### src/rtl/fdc_regs_pkg.sv
package fdc_regs_pkg;
  localparam int unsigned REG_W  = 8;
  localparam int unsigned ADDR_W = 2;
  localparam int unsigned NREG   = 1 << ADDR_W;

  typedef enum logic [ADDR_W-1:0] {
    SEL_CMD_STAT = 2'd0,
    SEL_TRACK    = 2'd1,
    SEL_SECTOR   = 2'd2,
    SEL_DATA     = 2'd3
  } reg_sel_e;

  localparam logic [3:0] FORCE_INT_NIBBLE = 4'hD;
endpackage

### src/rtl/fdc_bus_decode.sv
module fdc_bus_decode #(
  parameter int unsigned AW = 2,
  localparam int unsigned N = 1 << AW
) (
  input  logic          cs_n,
  input  logic          rd_wr,
  input  logic [AW-1:0] addr,
  output logic [N-1:0]  wr_sel,
  output logic [N-1:0]  rd_sel
);
  logic acc_rd, acc_wr;

  assign acc_rd = !cs_n && rd_wr;
  assign acc_wr = !cs_n && !rd_wr;

  for (genvar g = 0; g < N; g++) begin : g_sel
    assign wr_sel[g] = acc_wr && (addr == AW'(g));
    assign rd_sel[g] = acc_rd && (addr == AW'(g));
  end
endmodule

### src/rtl/fdc_step_counter.sv
module fdc_step_counter #(
  parameter int unsigned W = 8,
  localparam logic [W-1:0] TOP = {W{1'b1}}
) (
  input  logic         clk,
  input  logic         rst_n,
  input  logic         load,
  input  logic [W-1:0] load_val,
  input  logic         inc,
  input  logic         dec,
  output logic [W-1:0] value
);
  always_ff @(posedge clk or negedge rst_n) begin
    if (!rst_n) begin
      value <= '0;
    end else if (load) begin
      value <= load_val;
    end else if (inc && !dec) begin
      if (value != TOP) value <= value + 1'b1;
    end else if (dec && !inc) begin
      if (value != '0) value <= value - 1'b1;
    end
  end

  assert_sat_top_R7: assert property (@(posedge clk) disable iff (!rst_n)
    (inc && !dec && !load && value == TOP) |=> value == TOP);
  assert_step_down_R7: assert property (@(posedge clk) disable iff (!rst_n)
    (dec && !inc && !load && value != '0) |=> value == $past(value) - 1'b1);
  assert_sat_zero_R7: assert property (@(posedge clk) disable iff (!rst_n)
    (dec && !inc && !load && value == '0) |=> value == '0);
  assert_both_hold_R7: assert property (@(posedge clk) disable iff (!rst_n)
    (dec && inc && !load) |=> $stable(value));
endmodule

### src/rtl/fdc_flag.sv
module fdc_flag (
  input  logic clk,
  input  logic rst_n,
  input  logic set,
  input  logic clr,
  output logic q
);
  always_ff @(posedge clk or negedge rst_n) begin
    if (!rst_n)   q <= 1'b0;
    else if (set) q <= 1'b1;
    else if (clr) q <= 1'b0;
  end

  // Set priority serves both R10 (drq) and R11 (intrq)
  assert_flag_set_R10: assert property (@(posedge clk) disable iff (!rst_n)
    set |=> q);
  assert_flag_clr_R11: assert property (@(posedge clk) disable iff (!rst_n)
    (clr && !set) |=> !q);
endmodule

### src/rtl/fdc_host_regs.sv
module fdc_host_regs
  import fdc_regs_pkg::*;
#(
  parameter int unsigned W = REG_W,
  localparam int unsigned SW = W - 2
) (
  input  logic          clk,
  input  logic          rst_n,
  input  logic          cs_n,
  input  logic          rd_wr,
  input  logic [1:0]    addr,
  input  logic [W-1:0]  wr_data,
  output logic [W-1:0]  rd_data,
  input  logic [SW-1:0] status_hi,
  input  logic          cmd_done,
  input  logic          step_in,
  input  logic          step_out,
  input  logic          data_load,
  input  logic [W-1:0]  data_in,
  input  logic [W-1:0]  id_track,
  input  logic [W-1:0]  id_sector,
  output logic [W-1:0]  cmd,
  output logic          cmd_stb,
  output logic          busy,
  output logic          drq,
  output logic          intrq,
  output logic [W-1:0]  track,
  output logic [W-1:0]  sector,
  output logic [W-1:0]  data_q,
  output logic          track_match,
  output logic          sector_match
);
  logic [NREG-1:0] wr_sel, rd_sel;
  logic is_fi, cmd_wr, cmd_take, cmd_norm, cmd_fi;
  logic trk_load, sec_load;
  logic [W-1:0] status_byte;

  fdc_bus_decode #(.AW(ADDR_W)) u_dec (
    .cs_n(cs_n), .rd_wr(rd_wr), .addr(addr),
    .wr_sel(wr_sel), .rd_sel(rd_sel)
  );

  assign is_fi    = wr_data[W-1 -: 4] == FORCE_INT_NIBBLE;
  assign cmd_wr   = wr_sel[SEL_CMD_STAT];
  assign cmd_take = cmd_wr && (!busy || is_fi);
  assign cmd_fi   = cmd_take && is_fi;
  assign cmd_norm = cmd_take && !is_fi;
  assign trk_load = wr_sel[SEL_TRACK] && !busy;
  assign sec_load = wr_sel[SEL_SECTOR] && !busy;

  always_ff @(posedge clk or negedge rst_n) begin
    if (!rst_n) begin
      cmd     <= '0;
      cmd_stb <= 1'b0;
      busy    <= 1'b0;
      sector  <= W'(1);
      data_q  <= '0;
    end else begin
      cmd_stb <= cmd_take;
      if (cmd_take) cmd <= wr_data;
      if (cmd_norm)                busy <= 1'b1;
      else if (cmd_fi || cmd_done) busy <= 1'b0;
      if (sec_load) sector <= wr_data;
      if (data_load)                 data_q <= data_in;
      else if (wr_sel[SEL_DATA])     data_q <= wr_data;
    end
  end

  fdc_step_counter #(.W(W)) u_track (
    .clk(clk), .rst_n(rst_n), .load(trk_load), .load_val(wr_data),
    .inc(step_in), .dec(step_out), .value(track)
  );

  fdc_flag u_drq (
    .clk(clk), .rst_n(rst_n), .set(data_load),
    .clr(wr_sel[SEL_DATA] || rd_sel[SEL_DATA]), .q(drq)
  );

  fdc_flag u_intrq (
    .clk(clk), .rst_n(rst_n), .set(cmd_done || cmd_fi),
    .clr(rd_sel[SEL_CMD_STAT]), .q(intrq)
  );

  assign status_byte  = {status_hi, drq, busy};
  assign track_match  = track == id_track;
  assign sector_match = sector == id_sector;

  always_comb begin
    rd_data = '0;
    unique case (1'b1)
      rd_sel[SEL_CMD_STAT]: rd_data = status_byte;
      rd_sel[SEL_TRACK]:    rd_data = track;
      rd_sel[SEL_SECTOR]:   rd_data = sector;
      rd_sel[SEL_DATA]:     rd_data = data_q;
      default:              rd_data = '0;
    endcase
  end

  assert_one_sel_R2: assert property (@(posedge clk) disable iff (!rst_n)
    $onehot0(wr_sel | rd_sel));
  assert_idle_cmd_R4: assert property (@(posedge clk) disable iff (!rst_n)
    (cmd_wr && !busy && !is_fi) |=> (busy && cmd_stb));
  assert_cmd_drop_R5: assert property (@(posedge clk) disable iff (!rst_n)
    (cmd_wr && busy && !is_fi) |=> (cmd == $past(cmd) && !cmd_stb));
  assert_fi_stop_R5: assert property (@(posedge clk) disable iff (!rst_n)
    (cmd_wr && is_fi) |=> (!busy && intrq));
  assert_trk_hold_R6: assert property (@(posedge clk) disable iff (!rst_n)
    (wr_sel[SEL_TRACK] && busy && !step_in && !step_out) |=> $stable(track));
  assert_sec_hold_R6: assert property (@(posedge clk) disable iff (!rst_n)
    (wr_sel[SEL_SECTOR] && busy) |=> $stable(sector));
  assert_load_wins_R9: assert property (@(posedge clk) disable iff (!rst_n)
    data_load |=> data_q == $past(data_in));
endmodule

### config.mk
export PLATFORM = sky130hd
export DESIGN_NAME = fdc_host_regs
export DESIGN_NICKNAME = d
export VERILOG_FILES = /design/src/rtl/fdc_regs_pkg.sv /design/src/rtl/fdc_bus_decode.sv /design/src/rtl/fdc_step_counter.sv /design/src/rtl/fdc_flag.sv /design/src/rtl/fdc_host_regs.sv
export SDC_FILE = /design/constraint.sdc
export NUM_CORES = 1
export LEC_CHECK = 0
export BUFFER_PORTS_ARGS = -buffer_cell sky130_fd_sc_hd__buf_2
export CAP_MARGIN = 0
export CORE_MARGIN = 1.5
export CORE_UTILIZATION = 45
export DETAILED_ROUTE_END_ITERATION = 12
export PLACE_DENSITY = 0.75
export SLEW_MARGIN = 10
export SYNTH_ARGS = -nofsm -noshare
export SYNTH_HDL_FRONTEND = slang
export SYNTH_SLANG_ARGS = --single-unit
### constraint.sdc
create_clock -name clk -period 3.1 [get_ports clk]
set_input_delay 0.465 -clock clk [delete_from_list [all_inputs] [get_ports clk]]
set_output_delay 0.465 -clock clk [all_outputs]
set_load 0.01 [all_outputs]
==> run summary <==
The predominant post-synthesis flop cell is sky130_fd_sc_hd__dfrtp_1. The violation count after the first detailed-routing iteration is 133. In the final layout, the multi-input gates occupy 1310 um2. The share of synthesized area occupied by flip-flops and latches came out at 39.7%. The worst path uses 74.8% of the clock period. The data arrival time at the worst-slack endpoint is around 1.9 ns. The run finished with clean final reports.

The number of inserted filler cells in the final layout came out at 447. The number of nets with antenna violations after routing came out at 0. Synthesis inferred 36 register bits. The endpoint kind of the worst setup timing path is an output pin.

The hold violation count in the final report is 0. By instance count, the cell type seen most on the critical path is sky130_fd_sc_hd__buf_2. The largest individual stage delay along the critical path comes from the cell sky130_fd_sc_hd__nor3b_2.

In this run the critical register-to-register path is launched from u_track.value[0]$_DFFE_PN0P_. The final-layout setup total negative slack came out at 0 ns. The wire length of the first global-routing pass came out at between 9 and 10 mm. The library cells used most frequently in the layout, excluding fill and tap cells, are sky130_fd_sc_hd__buf_2 (93), sky130_fd_sc_hd__dfrtp_1 (35), sky130_fd_sc_hd__mux2_2 (19). The post-synth net total came out at 272. The starting utilization of the core area is 47.5%. The hold buffer count at cts came out at 0.

Synthesis instantiated 39 different standard cells from the library. The count of input and output buffers came out at slightly above 90. The commonest non-fill, non-tap cell in the layout is sky130_fd_sc_hd__buf_2. In the routed layout, each cell is associated on average with a via count of 5.53.

Yosys mapped a number of flops with a built-in enable equal to 0. The worst voltage drop across the vdd grid came out at 0.402 mV. The initial antenna violation count came out at 0. The top-level I/O count is 94.

The die is 74.1 um tall. The count of cells along the worst register-to-register path came out at 7. The total global-route track usage is 22.7%.

The Yosys warning count came out at 0. The tree is rooted in a sky130_fd_sc_hd__clkbuf_8. The area of the die came out at 5480 um2. The post-cts resize count came out at 0. The final layout net count is 363.

The first detailed-routing pass took 4 iterations. For the pin with the worst max-slew slack, the measured transition is 0.894 ns. The overflow left after global routing came out at 0. The worst path in the final design needs a cycle of 2.32 ns, including I/O delays and setup. Power spread over the standard cell area amounts to between 700 and 800 nW/um2.

The critical path contains buffers and inverters numbering 2 combined. In the synthesized netlist the async set-or-reset flop fraction comes to 100%. The count of inserted antenna diode cells is 0. The min-delay analysis places its worst path in the category primary input to async pin. Derived from the worst setup path, the maximum achievable clock frequency is 431 MHz.

The placed wire-length estimate after detailed placement is 4.45 mm. For this design the static power due to leakage is 1.32 nW. Once placement finished, the instance area stood at 2770 um2. The clock latency on the worst-skew pair came out at 0.29 ns. The post-detailed-routing wire length is 5.87 mm.

The sequential cell area came out at 902 um2. The clock-pin slew reported for the worst setup and hold paths after clock tree synthesis came out at ~0.07 ns. The final routed wire length divided by cell count came out at 15.6 um.

The post-synthesis instance area came out at approximately 2300 um2. The number of buffers between clock root and the deepest sink came out at 2. STA puts the critical path data required time at 2.63 ns. The floorplan has 25 rows. The detailed-route via count came out at 2074. The final RePlAce weighted congestion is slightly above 0.8.

The number of global-route vias before repair is 1962. The endpoint identified for the worst register-to-register timing path is u_track.value[6]$_DFFE_PN0P_. The region available for standard cell placement spans 4790 um2. The average footprint of a synthesized cell came out at 10.5 um2. The tool flagged a number of max-cap violations equal to 0. In the final layout, the share of cells above drive strength 1 is 41.6%. The post-CTS setup buffer count came out at 0. The maximum level of the CTS H-tree is 2. The critical path goes through buf_2 > nand2b_1 > nor3b_2 > a221o_1 > buf_2. Setup violations remaining at the end of the flow were counted as 0. Broken down by cell family, the worst path's largest delay share belongs to simple AND/OR/NAND/NOR gates. The largest net degree at the start of global routing is 37. The setup check on the worst reg-to-reg path leaves a slack of 1.05 ns. The number of buffers inserted during clock tree synthesis is 5. TritonCTS built the clock tree. The relative slew slack is 40.1%. Setup repair after global routing left no endpoint under its margin. The element type at the critical path start is a primary input.

The count of unresolved DRC violations after routing came out at 0. The final worst clock skew came out at 0.00480 ns. The area growth from synthesis to layout is 25.8%.

The category of the most critical setup path is primary input to output pin. The max-slew violation count is 0. The total clock sinks came out at 36.

The largest single stage delay on the critical path is ~0.55 ns. The finished cells cover around 2900 um2. The synthesized instance count is around 220. In this run the worst path has a maximum fanout of 10. The width of the chip came out at around 74 um.
[state kept, by name, summed over array words and instances (netlist names)]
| name | cells |
|---|---|
| sector | 8 |
| u_intrq.q | 1 |
| cmd | 8 |
| u_drq.q | 1 |
| u_track.value | 8 |
| data_q | 8 |
| cmd_stb | 1 |
| busy | 1 |
[worst register-to-register path, cell delays in order, from the launching register on]
cell	delay (ns)
sky130_fd_sc_hd__dfrtp_1	0.51
sky130_fd_sc_hd__fa_1	0.51
sky130_fd_sc_hd__a21o_1	0.17
sky130_fd_sc_hd__a21oi_1	0.21
sky130_fd_sc_hd__o21ai_0	0.14
sky130_fd_sc_hd__xor2_1	0.15
sky130_fd_sc_hd__mux2i_1	0.13
sky130_fd_sc_hd__a21oi_1	0.08
[cell families after synthesis]
logic type,Yosys count,share of synthesized area [%]
flops,36,39.7
buf+inv,11,2.70
simple gates,60,14.4
mux,37,17.3
compound gates,42,12.6
xor+xnor,22,8.48
fa+ha+maj,8,4.74
[worst max-delay path by stage]
| stage | from | end | slack, ns | cells past startpoint |
|---|---|---|---|---|
| floorplan | step_out | u_track.value[7]$_DFFE_PN0P_ | 0.95 | 8 |
| global placement | step_out | u_track.value[7]$_DFFE_PN0P_ | 0.70 | 9 |
| detailed placement | step_out | u_track.value[7]$_DFFE_PN0P_ | 0.59 | 9 |
| CTS | cs_n | rd_data[6] | 0.81 | 5 |
| global route | cs_n | rd_data[6] | 0.68 | 5 |
| finish | cs_n | rd_data[2] | 0.78 | 5 |
[final cells by class]
class / count / share of cell area [%]
repair buffers: 93 / 16.3
multi-input cells: 169 / 45.8
inverters: 2 / 0.263
well taps: 67 / 2.93
flip-flops and latches: 36 / 31.6
clock buffers: 8 / 3.15
[stage by stage]
step           setup slack (ns)  hold WS, ns  util (%)  total power, mW  cells
6_report                  0.780        0.261      59.7             2.25    375
5_1_grt                   0.684        0.317      59.7             2.40    375
4_1_cts                   0.809        0.277      59.7             2.26    375
3_5_place_dp              0.589        0.494      57.8             1.91    367
3_3_place_gp              0.702        0.486      57.8             1.86    367
2_1_floorplan             0.951        0.169         -             1.54    216
[metal layers]
metal / track usage, % / vias up / part of all wire (%) / routed length [um]
li1: - / 985 / - / -
met1: 28.5 / 1024 / 44 / 2560
met2: 38.6 / 55 / 50 / 2940
met3: 4.20 / 10 / 4.6 / 268
met4: 8.64 / 0 / 1.6 / 95
met5: 0 / - / 0 / 0
[power by group]
part	leakage, nW	internal [mW]	switching [mW]
registers	0.423	0.634	0.231
logic	0.848	0.535	0.500
clock network	0.0455	0.181	0.165
[Yosys cell counts, types with 2 or more instances]
master                     count  area, um2
sky130_fd_sc_hd__dfrtp_1      35        876
sky130_fd_sc_hd__mux2_2       19        214
sky130_fd_sc_hd__mux2i_1      18        180
sky130_fd_sc_hd__xnor2_1      18        158
sky130_fd_sc_hd__a21oi_1      13       65.1
sky130_fd_sc_hd__nand2_1      13       48.8
sky130_fd_sc_hd__nor2_1       13       48.8
sky130_fd_sc_hd__o21ai_0      12       60.1
sky130_fd_sc_hd__nor3_1       11       55.1
sky130_fd_sc_hd__a221o_1       8       80.1
sky130_fd_sc_hd__ha_1          7       87.6
sky130_fd_sc_hd__nand4_1       7       43.8
sky130_fd_sc_hd__buf_2         4       20.0
sky130_fd_sc_hd__xor2_1        4       35.0
sky130_fd_sc_hd__clkbuf_1      3       11.3
sky130_fd_sc_hd__nand2b_1      3       18.8
sky130_fd_sc_hd__buf_6         2       22.5
sky130_fd_sc_hd__inv_1         2       7.51
sky130_fd_sc_hd__nand3_1       2       10.0
sky130_fd_sc_hd__nor3b_2       2       25.0
sky130_fd_sc_hd__o22ai_1       2       12.5
(Power assumes the default switching activity.)
